==> src/rtl/fbag_pkg.sv <==
package fbag_pkg;

   typedef enum logic [1:0] {
      ORG_BYTE  = 2'd0,
      ORG_WORD  = 2'd1,
      ORG_DWORD = 2'd2
   } org_e;

   // doubleword beats word; neither means byte
   function automatic org_e org_pick(input logic word, input logic dword);
      if (dword)     return ORG_DWORD;
      else if (word) return ORG_WORD;
      else           return ORG_BYTE;
   endfunction

   // highest prescaler phase before an advance
   function automatic logic [1:0] last_phase(input logic by2, input logic by4);
      if (by2)      return 2'd1;
      else if (by4) return 2'd3;
      else          return 2'd0;
   endfunction

endpackage

==> src/rtl/fbag_prescale.sv <==
module fbag_prescale
   import fbag_pkg::*;
#(
   parameter int PH_W = 2
) (
   input  logic clk,
   input  logic rst,
   input  logic clr,
   input  logic tick,
   input  logic by2,
   input  logic by4,
   output logic step
);
   logic [PH_W-1:0] ph_q;
   logic [PH_W-1:0] lim;

   if (PH_W < 2) begin : g_bad_ph
      $error("fbag_prescale: PH_W must be at least 2");
   end

   assign lim  = PH_W'(last_phase(by2, by4));
   assign step = tick && (ph_q >= lim);

   always_ff @(posedge clk) begin
      if (rst || clr)
         ph_q <= '0;
      else if (tick)
         ph_q <= step ? '0 : ph_q + 1'b1;
   end

   // a clear leaves the phase at zero
   a_r9_phase_clear: assert property (@(posedge clk) disable iff (rst)
      clr |=> (ph_q == '0));

endmodule

==> src/rtl/fbag_addr_cnt.sv <==
module fbag_addr_cnt #(
   parameter int AW = 16
) (
   input  logic          clk,
   input  logic          rst,
   input  logic          load,
   input  logic [AW-1:0] start,
   input  logic          step,
   output logic [AW-1:0] cnt
);
   logic [AW-1:0] cnt_q;

   always_ff @(posedge clk) begin
      if (rst)
         cnt_q <= '0;
      else if (load)
         cnt_q <= start;
      else if (step)
         cnt_q <= cnt_q + 1'b1;
   end

   assign cnt = cnt_q;

   // reload at line start
   a_r2_line_load: assert property (@(posedge clk) disable iff (rst)
      load |=> (cnt_q == $past(start)));

   // no step, no load, no change
   a_r3_hold: assert property (@(posedge clk) disable iff (rst)
      (!load && !step) |=> $stable(cnt_q));

   // all-ones wraps to zero
   a_r5_wrap: assert property (@(posedge clk) disable iff (rst)
      (!load && step && (cnt_q == '1)) |=> (cnt_q == '0));

endmodule

==> src/rtl/fbag_remap.sv <==
module fbag_remap
   import fbag_pkg::*;
#(
   parameter int AW       = 16,
   parameter int RS_W     = 5,
   parameter int WORD_SRC = 13,
   parameter int SUB_HI   = 14,
   parameter int SUB_LO   = 13
) (
   input  logic [AW-1:0]   cnt,
   input  logic            word_mode,
   input  logic            dword_mode,
   input  logic            keep_hi,
   input  logic            keep_lo,
   input  logic [RS_W-1:0] row_scan,
   output logic [AW-1:0]   addr
);
   logic [AW-1:0] word_v;
   logic [AW-1:0] dword_v;
   logic [AW-1:0] org_v;
   org_e          org;

   if (AW < 4 || SUB_HI >= AW || SUB_LO >= AW || SUB_HI == SUB_LO ||
       WORD_SRC >= AW || RS_W < 2) begin : g_bad_cfg
      $error("fbag_remap: inconsistent bit positions");
   end

   // rotated copies of the counter
   for (genvar i = 0; i < AW; i++) begin : g_rot
      if (i == 0) begin : g_w0
         assign word_v[i] = cnt[WORD_SRC];
      end else begin : g_wn
         assign word_v[i] = cnt[i-1];
      end
      assign dword_v[i] = cnt[(i + AW - 2) % AW];
   end

   assign org = org_pick(word_mode, dword_mode);

   always_comb begin
      unique case (org)
         ORG_WORD:  org_v = word_v;
         ORG_DWORD: org_v = dword_v;
         default:   org_v = cnt;
      endcase
   end

   // row-scan substitution after reorganization
   for (genvar i = 0; i < AW; i++) begin : g_sub
      if (i == SUB_HI) begin : g_hi
         assign addr[i] = keep_hi ? org_v[i] : row_scan[1];
      end else if (i == SUB_LO) begin : g_lo
         assign addr[i] = keep_lo ? org_v[i] : row_scan[0];
      end else begin : g_pass
         assign addr[i] = org_v[i];
      end
   end

   // byte addressing with both keeps set is the identity
   a_r6_byte_ident: assert final (!(keep_hi && keep_lo && !word_mode && !dword_mode)
      || addr == cnt);

endmodule

==> src/rtl/fbag_vdiv.sv <==
module fbag_vdiv (
   input  logic clk,
   input  logic rst,
   input  logic clr,
   input  logic hretrace,
   input  logic div2,
   output logic vt_en
);
   logic par_q;

   always_ff @(posedge clk) begin
      if (rst || clr)
         par_q <= 1'b0;
      else if (hretrace)
         par_q <= ~par_q;
   end

   assign vt_en = hretrace && (!div2 || par_q);

   // a suppressed pulse is followed by an enabled one
   a_r8_alternate: assert property (@(posedge clk) disable iff (rst)
      (div2 && hretrace && !vt_en && !clr) |=> (!(hretrace && div2) || vt_en));

   // two enabled pulses never come back to back in halved mode
   a_r8_no_pair: assert property (@(posedge clk) disable iff (rst)
      (div2 && vt_en) |=> !(div2 && vt_en));

endmodule

==> src/rtl/fbag_top.sv <==
module fbag_top #(
   parameter int AW       = 16,
   parameter int RS_W     = 5,
   parameter int WORD_SRC = 13,
   parameter int SUB_HI   = 14,
   parameter int SUB_LO   = 13
) (
   input  logic            clk,
   input  logic            rst,
   input  logic            frame_start,
   input  logic            line_start,
   input  logic            disp_active,
   input  logic            char_en,
   input  logic            hretrace,
   input  logic [AW-1:0]   start_addr,
   input  logic [RS_W-1:0] row_scan,
   input  logic            cnt_by2,
   input  logic            cnt_by4,
   input  logic            word_mode,
   input  logic            dword_mode,
   input  logic            keep_a14,
   input  logic            keep_a13,
   input  logic            vdiv2,
   output logic [AW-1:0]   fb_addr,
   output logic            vt_en
);
   localparam int PH_W = 2;

   logic          tick;
   logic          step;
   logic [AW-1:0] cnt;

   assign tick = char_en && disp_active && !line_start && !frame_start;

   fbag_prescale #(.PH_W(PH_W)) i_pre (
      .clk  (clk),
      .rst  (rst),
      .clr  (frame_start || line_start),
      .tick (tick),
      .by2  (cnt_by2),
      .by4  (cnt_by4),
      .step (step)
   );

   fbag_addr_cnt #(.AW(AW)) i_cnt (
      .clk   (clk),
      .rst   (rst),
      .load  (line_start),
      .start (start_addr),
      .step  (step),
      .cnt   (cnt)
   );

   fbag_remap #(
      .AW(AW), .RS_W(RS_W), .WORD_SRC(WORD_SRC), .SUB_HI(SUB_HI), .SUB_LO(SUB_LO)
   ) i_remap (
      .cnt        (cnt),
      .word_mode  (word_mode),
      .dword_mode (dword_mode),
      .keep_hi    (keep_a14),
      .keep_lo    (keep_a13),
      .row_scan   (row_scan),
      .addr       (fb_addr)
   );

   fbag_vdiv i_vdiv (
      .clk      (clk),
      .rst      (rst),
      .clr      (frame_start),
      .hretrace (hretrace),
      .div2     (vdiv2),
      .vt_en    (vt_en)
   );

   // unit interval advances on each qualifying character clock
   a_r4_by1_step: assert property (@(posedge clk) disable iff (rst)
      (tick && !cnt_by2 && !cnt_by4) |=> (cnt == AW'($past(cnt) + 1'b1)));

   // display inactive freezes the counter
   a_r3_idle_hold: assert property (@(posedge clk) disable iff (rst)
      (!disp_active && !line_start) |=> $stable(cnt));

   // the counter moves by at most one between reloads
   a_r4_small_step: assert property (@(posedge clk) disable iff (rst)
      !line_start |=> (cnt == $past(cnt) || cnt == AW'($past(cnt) + 1'b1)));

endmodule

==> config.mk <==
export PLATFORM = sky130hd
export DESIGN_NAME = fbag_top
export DESIGN_NICKNAME = d
export VERILOG_FILES = /design/src/rtl/fbag_pkg.sv /design/src/rtl/fbag_prescale.sv /design/src/rtl/fbag_addr_cnt.sv /design/src/rtl/fbag_remap.sv /design/src/rtl/fbag_vdiv.sv /design/src/rtl/fbag_top.sv
export SDC_FILE = /design/constraint.sdc
export NUM_CORES = 1
export LEC_CHECK = 0
export ABC_AREA = 1
export BUFFER_PORTS_ARGS = -buffer_cell sky130_fd_sc_hd__buf_2
export CAP_MARGIN = 30
export CORE_UTILIZATION = 50
export DETAILED_ROUTE_END_ITERATION = 10
export PLACE_DENSITY = 0.81
export SYNTH_ARGS = -nofsm -noshare
export SYNTH_HDL_FRONTEND = slang
export SYNTH_SLANG_ARGS = --single-unit
==> constraint.sdc <==
create_clock -name clk -period 1.85 [get_ports clk]
set_input_delay 0.0925 -clock clk [delete_from_list [all_inputs] [get_ports clk]]
set_output_delay 0.0925 -clock clk [all_outputs]
set_load 0.03 [all_outputs]
; ---- Yosys cells after proc, flatten, opt, wreduce, memory -nomap -nowiden
; Index checks and enable logic that the tools add are counted.
; Widths: inputs -> output; s select.
[op_classes]
n_addsub = 2
n_reduce_logical = 13
muxes = 10
n_eq_ne = 2
bitwise_logic = 1
order_cmp = 1
[op_table]
columns = operator, n
row1 = $mux 16, 2
row2 = $pmux 16 s2, 1
row3 = $add 16x1->16 const B, 1
row4 = $mux 2, 4
row5 = $logic_and 1x1->1, 5
row6 = $logic_or 1x1->1, 4
row7 = $logic_not 1->1, 3
row8 = $mux 1, 3
row9 = $add 2x1->2 const B, 1
row10 = $eq 2x1->1 const B, 1
row11 = $eq 2x2->1 const B, 1
row12 = $ge 2x2->1, 1
row13 = $reduce_bool 2->1, 1
row14 = $not 1->1, 1
[totals]
reg_bits = 19
wordCells = 32

; ---- Logic depth before layout (Yosys ltp)
; Gate-level depths: netlist of the first run.
[logic_depth]
ltp_word = 6
mapped_depth = 11

; ---- Hierarchy
; A second synthesis of the first run with hierarchy kept.
[unflattened]
hier_cells = 265
hier_area_um2 = 1626.6
[by_module_without_submodules]
columns = module, cells_each, seq_area_each_um2, area_each_um2, instances
row1 = fbag_addr_cnt, 148, 320.3, 1011.0, 1
row2 = fbag_remap, 79, 0.0, 375.4, 1
row3 = fbag_prescale, 25, 40.0, 163.9, 1
row4 = fbag_vdiv, 8, 20.0, 52.6, 1
row5 = fbag_top, 5, 0.0, 23.8, 1

; ---- Least setup slack after synthesis of the first run
; No wires, ideal clock.
[synth_path]
path_type = reg2reg
from = register i_pre.ph_q[0]
to = register i_cnt.cnt_q[11] (netlist: i_cnt.cnt[11])
synth_period_minus_slack_ns = 1.468
arrival_ns = 1.397
slack_ns = 0.382
stages_incl_launch_ff = 11
path_cell_list = dfxtp_1 > inv_1 > ha_1 > nand2_1 > nand3_1 > nand2_4 > nand2_2 > buf_6 > o21ai_1 > inv_1 > a21oi_1
[synth_between]
elab_chain_cells = 3
[synth_rtl]
columns = item, line
row1 = "start, declared", fbag_prescale.sv:14  ; logic [PH_W-1:0] ph_q;
row2 = "start signal, assigned", fbag_prescale.sv:28  ; ph_q <= step ? '0 : ph_q + 1'b1;
row3 = $ge 2x2->1, fbag_prescale.sv:22  ; assign step = tick && (ph_q >= lim);
row4 = $logic_and 1x1->1, fbag_prescale.sv:22
row5 = $reduce_bool 2->1 (no source line), --
row6 = "end signal, assigned", fbag_addr_cnt.sv:17  ; cnt_q <= start;
row7 = "end signal, assigned", fbag_addr_cnt.sv:19  ; cnt_q <= cnt_q + 1'b1;
row8 = "end, declared", fbag_addr_cnt.sv:11  ; logic [AW-1:0] cnt_q;
; Every way passes these cells.
; A chain may end at the register's enable or synchronous reset.

; ---- Worst setup path in the final report of the first run
[layout_path]
from = register i_pre.ph_q[0]
to = register i_pre.ph_q[0]
[layout_between]
elab_chain_cells = 3
word_cells_on_any_way = 4
cone_classes = 1 x add/sub / 1 x order compare / 1 x mux / 1 x reduce/logical
[layout_rtl]
columns = item, line
row1 = $ge 2x2->1, fbag_prescale.sv:22
row2 = $logic_and 1x1->1, fbag_prescale.sv:22
row3 = $mux 2 *, fbag_prescale.sv:28
; Every way passes the cells marked *; elsewhere a longest branch is shown, timed or not.

==> Implementation_results.wiki, run 1 <==
{| class="wikitable"
! Metric !! Value
|-
| Static leakage || 0.909 nW
|-
| Clock tree from TritonCTS || done
|-
| Number of antenna repair diodes || 0
|-
| DRC violation total after the first TritonRoute iteration || 135
|-
| Path category of the worst min-delay check || in2reg
|-
| Leading cell type in the layout, fill and taps excluded || nand2_1
|-
| Leading cell types in the layout, fill and taps excluded || nand2_1, buf_2, inv_1
|-
| Pin count of the biggest net entering global routing || 17
|-
| Final slew viol count || 0
|-
| Maximum ir drop on the vdd rail || 0.394 mV
|-
| Number of cells produced by synthesis || 252
|-
| Setup tns final || 0 ps
|-
| H-tree lvl count || 1
|-
| Fraction of final layout cells with drive strength greater than 1 || 21.7%
|-
| #FFs+latches synth || 19
|-
| Maximum clock frequency || 0.596 GHz
|-
| CTS Root Buffer Type || clkbuf_4
|-
| Clock network fraction of design power || 22.8%
|-
| Switching Fraction || 36.5%
|-
| Clock-pin slew of the registers on the worst-case setup and hold paths || 120 ps
|-
| Initial core utilization || 53.5%
|-
| Relative area change from synthesis to final layout || 22.0%
|-
| Detailed-route wire length per cell || 12.4 microns
|-
| Final Critical Period || 1680 ps
|-
| Critical-path maximum fanout || 12
|-
| Fraction of power consumed by sequential logic || 47.1%
|-
| TritonCTS Sinks || 19
|-
| Final-report hold violation count || 0
|-
| Synthesis warning total || 0
|-
| Antenna Nets Post-Route || 0
|-
| Maximum buffer depth of the clock tree || 2
|-
| Buffers inserted by post-CTS timing repair || 0
|-
| Post-DP HPWL || 3100 microns
|-
| Failing checks || DRC
|-
| Layout Nets || 343
|-
| Via count of the first global-routing pass || 1680
|-
| Global-route wire length before repair || 7340 microns
|-
| Routability cong. || 0.899
|-
| Kind of end point of the critical path || flop
|-
| Arr. time, crit path || 1920 ps
|-
| Critical path startpoint category || flop
|-
| Total power per unit cell area || 532 nW/um^2
|-
| Internal Power || 0.618 mW
|-
| Antenna violations before repair || 0
|-
| Maximum Capacitance Violations || 0
|-
| Synth Net Count || 290
|-
| RSZ-0062 raised after global routing || no
|-
| Final Core Density || 65.3%
|-
| Placeable core region || 2810 sq um
|-
| Data required time of the critical path || 2090 ps
|-
| Pre-antenna DRT Iters || 7
|-
| All-layer global routing usage || 28.7%
|-
| Fill cells || 297
|-
| X dimension of the die || 56.8 microns
|-
| Ratio of final minimum period to clock period || 90.7%
|-
| Proportion of register bits with asynchronous set or reset after synthesis || 0%
|-
| Cts bufs inserted || 3
|-
| Net Sw Power || 0.356 mW
|-
| Netlist area before placement || 1500 sq um
|-
| Worst skew pair latency || 310 ps
|-
| Sequential-to-total area share from yosys stat || 25.4%
|-
| Prevailing post-synth register cell || dfxtp_1
|-
| Number of different library cells in the post-synthesis netlist || 31
|-
| Boundary pin count || 52
|-
| Final setup skew || 11.9 ps
|-
| Drt via density || 5.41
|-
| Max_slew headroom || 73.9%
|-
| Average cell area after synthesis || 5.95 sq um
|-
| Total number of vias || 1812
|-
| I/O Buffers || 48
|-
| Global route overflow || 0
|-
| Cell Rows || 19
|-
| Proportion of power drawn by combinational gates || 30.1%
|-
| Outcome || finished, violations left
|-
| Path type of the worst setup path || reg2reg
|-
| Vertical die dimension || 56.8 microns
|-
| Number of setup violations in the final report || 0
|-
| Final wirelength || 4170 microns
|-
| Worst Hold Margin || 39.8 ps
|-
| Remaining routing DRC violations || 4
|-
| Number of synthesized flops with an enable pin || 0
|-
| Total Die Area || 3220 sq um
|-
| Transition time at the pin with the least slew margin || 389 ps
|}
final cells by class:
class	instances	area [sq um]	area share (%)
Multi-Input combinational cell	185	933	51.0
Sequential cell	19	380	20.8
Timing Repair Buffer	55	295	16.1
Inverter	41	155	8.48
Tap cell	31	38.8	2.12
Clock buffer	3	22.5	1.23
Clock inverter	1	5.00	0.273
cells by family after synthesis:
logic type / after synthesis / share of synthesized area, %
and+or+nand+nor: 119 / 33.5
DFF: 19 / 25.4
adders and majority gates: 3 / 2.50
buffers and inverters: 48 / 12.8
AOI/OAI and AO/OA: 60 / 24.1
xor gates and xnor gates: 3 / 1.75
synth_stat cells, drive strengths merged, types with 3 or more instances:
library cell	number	area, sq um
nand2	70	275
inv	40	150
o21ai	25	125
nor2	24	97.6
nand3	20	100
dfxtp	19	380
a21oi	13	65.1
a22oi	10	75.1
clkbuf	5	20.0
ha	3	37.5
o211ai	3	22.5
xor2	3	26.3
power by group through the flow:
stage	sequential, mW	clock, mW	combinational [mW]
after global placement	0.467	0	0.284
after detailed placement	0.467	0	0.288
final	0.459	0.222	0.293
after floorplan	0.461	0	0.193
after CTS	0.458	0.224	0.291
after global routing	0.462	0.244	0.325
sequential cells by signal (all words and copies together) (netlist names):
register and cells:
i_pre.ph_q 2, i_cnt.cnt 16, i_vdiv.par_q 1
per-stage QoR:
step           total power, mW  setup slack, ps  cells  area (sq um)
6_report                 0.974              172    335          1830
5_1_grt                   1.03             29.2    335          1830
4_1_cts                  0.974             74.2    335          1830
3_5_place_dp             0.755             16.6    330          1790
2_1_floorplan            0.654              382    252          1500
3_3_place_gp             0.751              112    330          1790
timing repair:
item	CTS	global route
endpoints found under the setup margin	0	1
resized for setup	0	1
endpoints found under the hold margin	1	0
hold buffers	1	0
worst paths after layout:
check	cells past startpoint	end	slack, ps	startpoint
hold / removal	3	i_cnt.cnt[4]	40	start_addr[4]
setup / recovery	9	i_pre.ph_q[0]	170	i_pre.ph_q[0]
setup reg to reg	9	i_pre.ph_q[0]	170	i_pre.ph_q[0]
hold reg to reg	1	i_vdiv.par_q	490	i_vdiv.par_q
metal layers:
metal | part of all wire [%] | wire [microns] | GRT usage (%)
met1 | 43 | 1790 | 37.2
met2 | 47 | 1980 | 49.5
met3 | 8.4 | 350 | 2.76
met4 | 1.3 | 55 | 10.1
met5 | 0 | 0 | 0
critical path, cell delays in order, from the launching register on:
cell,delay [ps]
dfxtp_1,370
inv_1,50
ha_1,280
nand2_1,60
nand3_1,160
nand2_4,140
nand2_4,110
inv_1,130
nand3_1,110
nor3b_1,200
No activity file was read; power rests on OpenSTA's default activity.
==> run 2, diff against run 1 <==
--- a/config.mk
+++ b/config.mk
@@ -9,8 +9,10 @@
 export BUFFER_PORTS_ARGS = -buffer_cell sky130_fd_sc_hd__buf_2
 export CAP_MARGIN = 30
 export CORE_UTILIZATION = 50
+export CTS_BUF_LIST = sky130_fd_sc_hd__clkbuf_16
 export DETAILED_ROUTE_END_ITERATION = 10
 export PLACE_DENSITY = 0.81
+export REMOVE_ABC_BUFFERS = 1
 export SYNTH_ARGS = -nofsm -noshare
 export SYNTH_HDL_FRONTEND = slang
 export SYNTH_SLANG_ARGS = --single-unit
==> Implementation_results.wiki, run 2 (synthesis results as in run 1) <==
{| class="wikitable"
! Metric !! Value
|-
| Outcome || finished, violations left
|-
| Failing checks || DRC
|-
| Proportion of power drawn by combinational gates || 24.0%
|-
| Max_slew headroom || 74.1%
|-
| Number of setup violations in the final report || 0
|-
| Placeable core region || 2810 sq um
|-
| Final wirelength || 4090 microns
|-
| Setup tns final || 0 ps
|-
| Final Critical Period || 1670 ps
|-
| Worst skew pair latency || 250 ps
|-
| Slowest cell delay on critical path || 340 ps
|-
| Maximum ir drop on the vdd rail || 0.402 mV
|-
| TritonCTS Sinks || 19
|-
| Final setup skew || 1.35 ps
|-
| Leading cell types in the layout, fill and taps excluded || nand2_1, buf_2, inv_1
|-
| Critical-path maximum fanout || 10
|-
| Initial core utilization || 53.5%
|-
| Total Die Area || 3220 sq um
|-
| Cell Rows || 19
|-
| X dimension of the die || 56.8 microns
|-
| Maximum Capacitance Violations || 0
|-
| Total power per unit cell area || 642 nW/um^2
|-
| Maximum buffer depth of the clock tree || 2
|-
| Total number of vias || 1796
|-
| Net Sw Power || 0.371 mW
|-
| Drt via density || 5.41
|-
| Number of buffer and inverter stages on the critical path || 3
|-
| Area post-placement || 1770 sq um
|-
| Arr. time, crit path || 1820 ps
|-
| Final slew viol count || 0
|-
| Relative area change from synthesis to final layout || 23.8%
|-
| Clock network fraction of design power || 37.3%
|-
| Post-DP HPWL || 3010 microns
|-
| Static leakage || 0.920 nW
|-
| Path type of the worst setup path || reg2reg
|-
| Antenna violations before repair || 0
|-
| Number of antenna repair diodes || 0
|-
| Antenna Nets Post-Route || 0
|-
| DRC violation total after the first TritonRoute iteration || 83
|-
| Switching Fraction || 31.1%
|-
| Boundary pin count || 52
|-
| Fill cells || 276
|-
| Via count of the first global-routing pass || 1637
|-
| Path category of the worst min-delay check || in2reg
|-
| RSZ-0062 raised after global routing || no
|-
| Fraction of final layout cells with drive strength greater than 1 || 20.9%
|-
| Global route overflow || 0
|-
| Ratio of final minimum period to clock period || 90.3%
|-
| Vertical die dimension || 56.8 microns
|-
| Clock tree from TritonCTS || done
|-
| Internal Power || 0.821 mW
|-
| Pre-antenna DRT Iters || 7
|-
| Detailed-route wire length per cell || 12.3 microns
|-
| Cell family contributing the most delay on the critical path || simple AND/OR/NAND/NOR gates
|-
| Flip-flop count of the largest register after layout || 16
|-
| Kind of end point of the critical path || flop
|-
| Finished layout cell area || 1860 sq um
|-
| I/O Buffers || 48
|-
| Remaining routing DRC violations || 8
|-
| Critical path startpoint category || flop
|-
| Layout Nets || 340
|-
| Global-route wire length before repair || 6820 microns
|-
| Cts bufs inserted || 3
|-
| Routability cong. || 0.867
|-
| All-layer global routing usage || 26.4%
|-
| Pin count of the biggest net entering global routing || 17
|-
| H-tree lvl count || 1
|-
| Maximum clock frequency || 0.598 GHz
|-
| Transition time at the pin with the least slew margin || 386 ps
|-
| CTS Root Buffer Type || clkbuf_16
|-
| Fraction of power consumed by sequential logic || 38.7%
|-
| Data required time of the critical path || 2000 ps
|-
| Leading cell type in the layout, fill and taps excluded || nand2_1
|-
| Cell with the biggest individual delay on the critical path || dfxtp_1
|-
| Final-report hold violation count || 0
|-
| Cell Chain, Critical Path || inv_1, ha_1, nand2_1, nand3_1, nand2_4, clkinv_2, nand3_1, o211ai_1, nand2_1, inv_1
|-
| Clock-pin slew of the registers on the worst-case setup and hold paths || 50 ps
|}
## run 2: layout make-up
| class | instances | area [sq um] | share of cell area, % |
|---|---|---|---|
| flip-flops and latches | 19 | 380 | 20.5 |
| clock buffers | 3 | 75.1 | 4.04 |
| clock inverters | 1 | 3.75 | 0.202 |
| well taps | 31 | 38.8 | 2.09 |
| inverters | 41 | 155 | 8.36 |
| multi-input cells | 185 | 933 | 50.3 |
| repair buffers | 52 | 270 | 14.6 |
## run 2: path summary, 6_finish.rpt
check	start	endpoint	slack, ps	cells after the start
setup / recovery	i_pre.ph_q[0]	i_cnt.cnt[3]	180	10
hold / removal	hretrace	i_vdiv.par_q	40	2
setup reg to reg	i_pre.ph_q[0]	i_cnt.cnt[3]	180	10
hold reg to reg	i_vdiv.par_q	i_vdiv.par_q	460	1
## run 2: layer usage
layer | GRT usage (%) | up-vias | part of all wire, %
met1 | 35.2 | 790 | 45
met2 | 44.9 | 81 | 46
met4 | 9.76 | 0 | 0.93
met5 | 0 | - | 0
met3 | 1.61 | 6 | 8.4
li1 | - | 919 | -
## run 2: stage by stage
step	hold slack [ps]	cells	util (%)	setup WS, ps	power, mW
after floorplan	162	245	-	352	0.641
after global placement	296	328	63.2	52.9	0.747
after detailed placement	307	328	63.2	35.6	0.751
after CTS	43.5	332	66.0	97.2	1.19
after global routing	62.3	332	66.2	11.5	1.25
final	43.2	332	66.2	179	1.19
## run 2: timing repair
item	4_1_cts	5_1_grt
hold buffers	0	0
buffers inserted	0	0
endpoints found under the setup margin	0	1
gates resized for setup	0	1
## run 2: worst reg2reg max path: stages (launching register included)
cell      delay [ps]
dfxtp_1          340
inv_1             50
ha_1             290
nand2_1           60
nand3_1          160
nand2_4          170
clkinv_2         180
nand3_1          110
o211ai_1          90
nand2_1           70
inv_1             40
## run 2: power by group through the flow
stage	Combinational [mW]	Sequential (mW)	Clock, mW
after CTS	0.284	0.460	0.449
final	0.286	0.461	0.445
after detailed placement	0.282	0.469	0
after global routing	0.315	0.464	0.469
after floorplan	0.178	0.463	0
after global placement	0.278	0.470	0
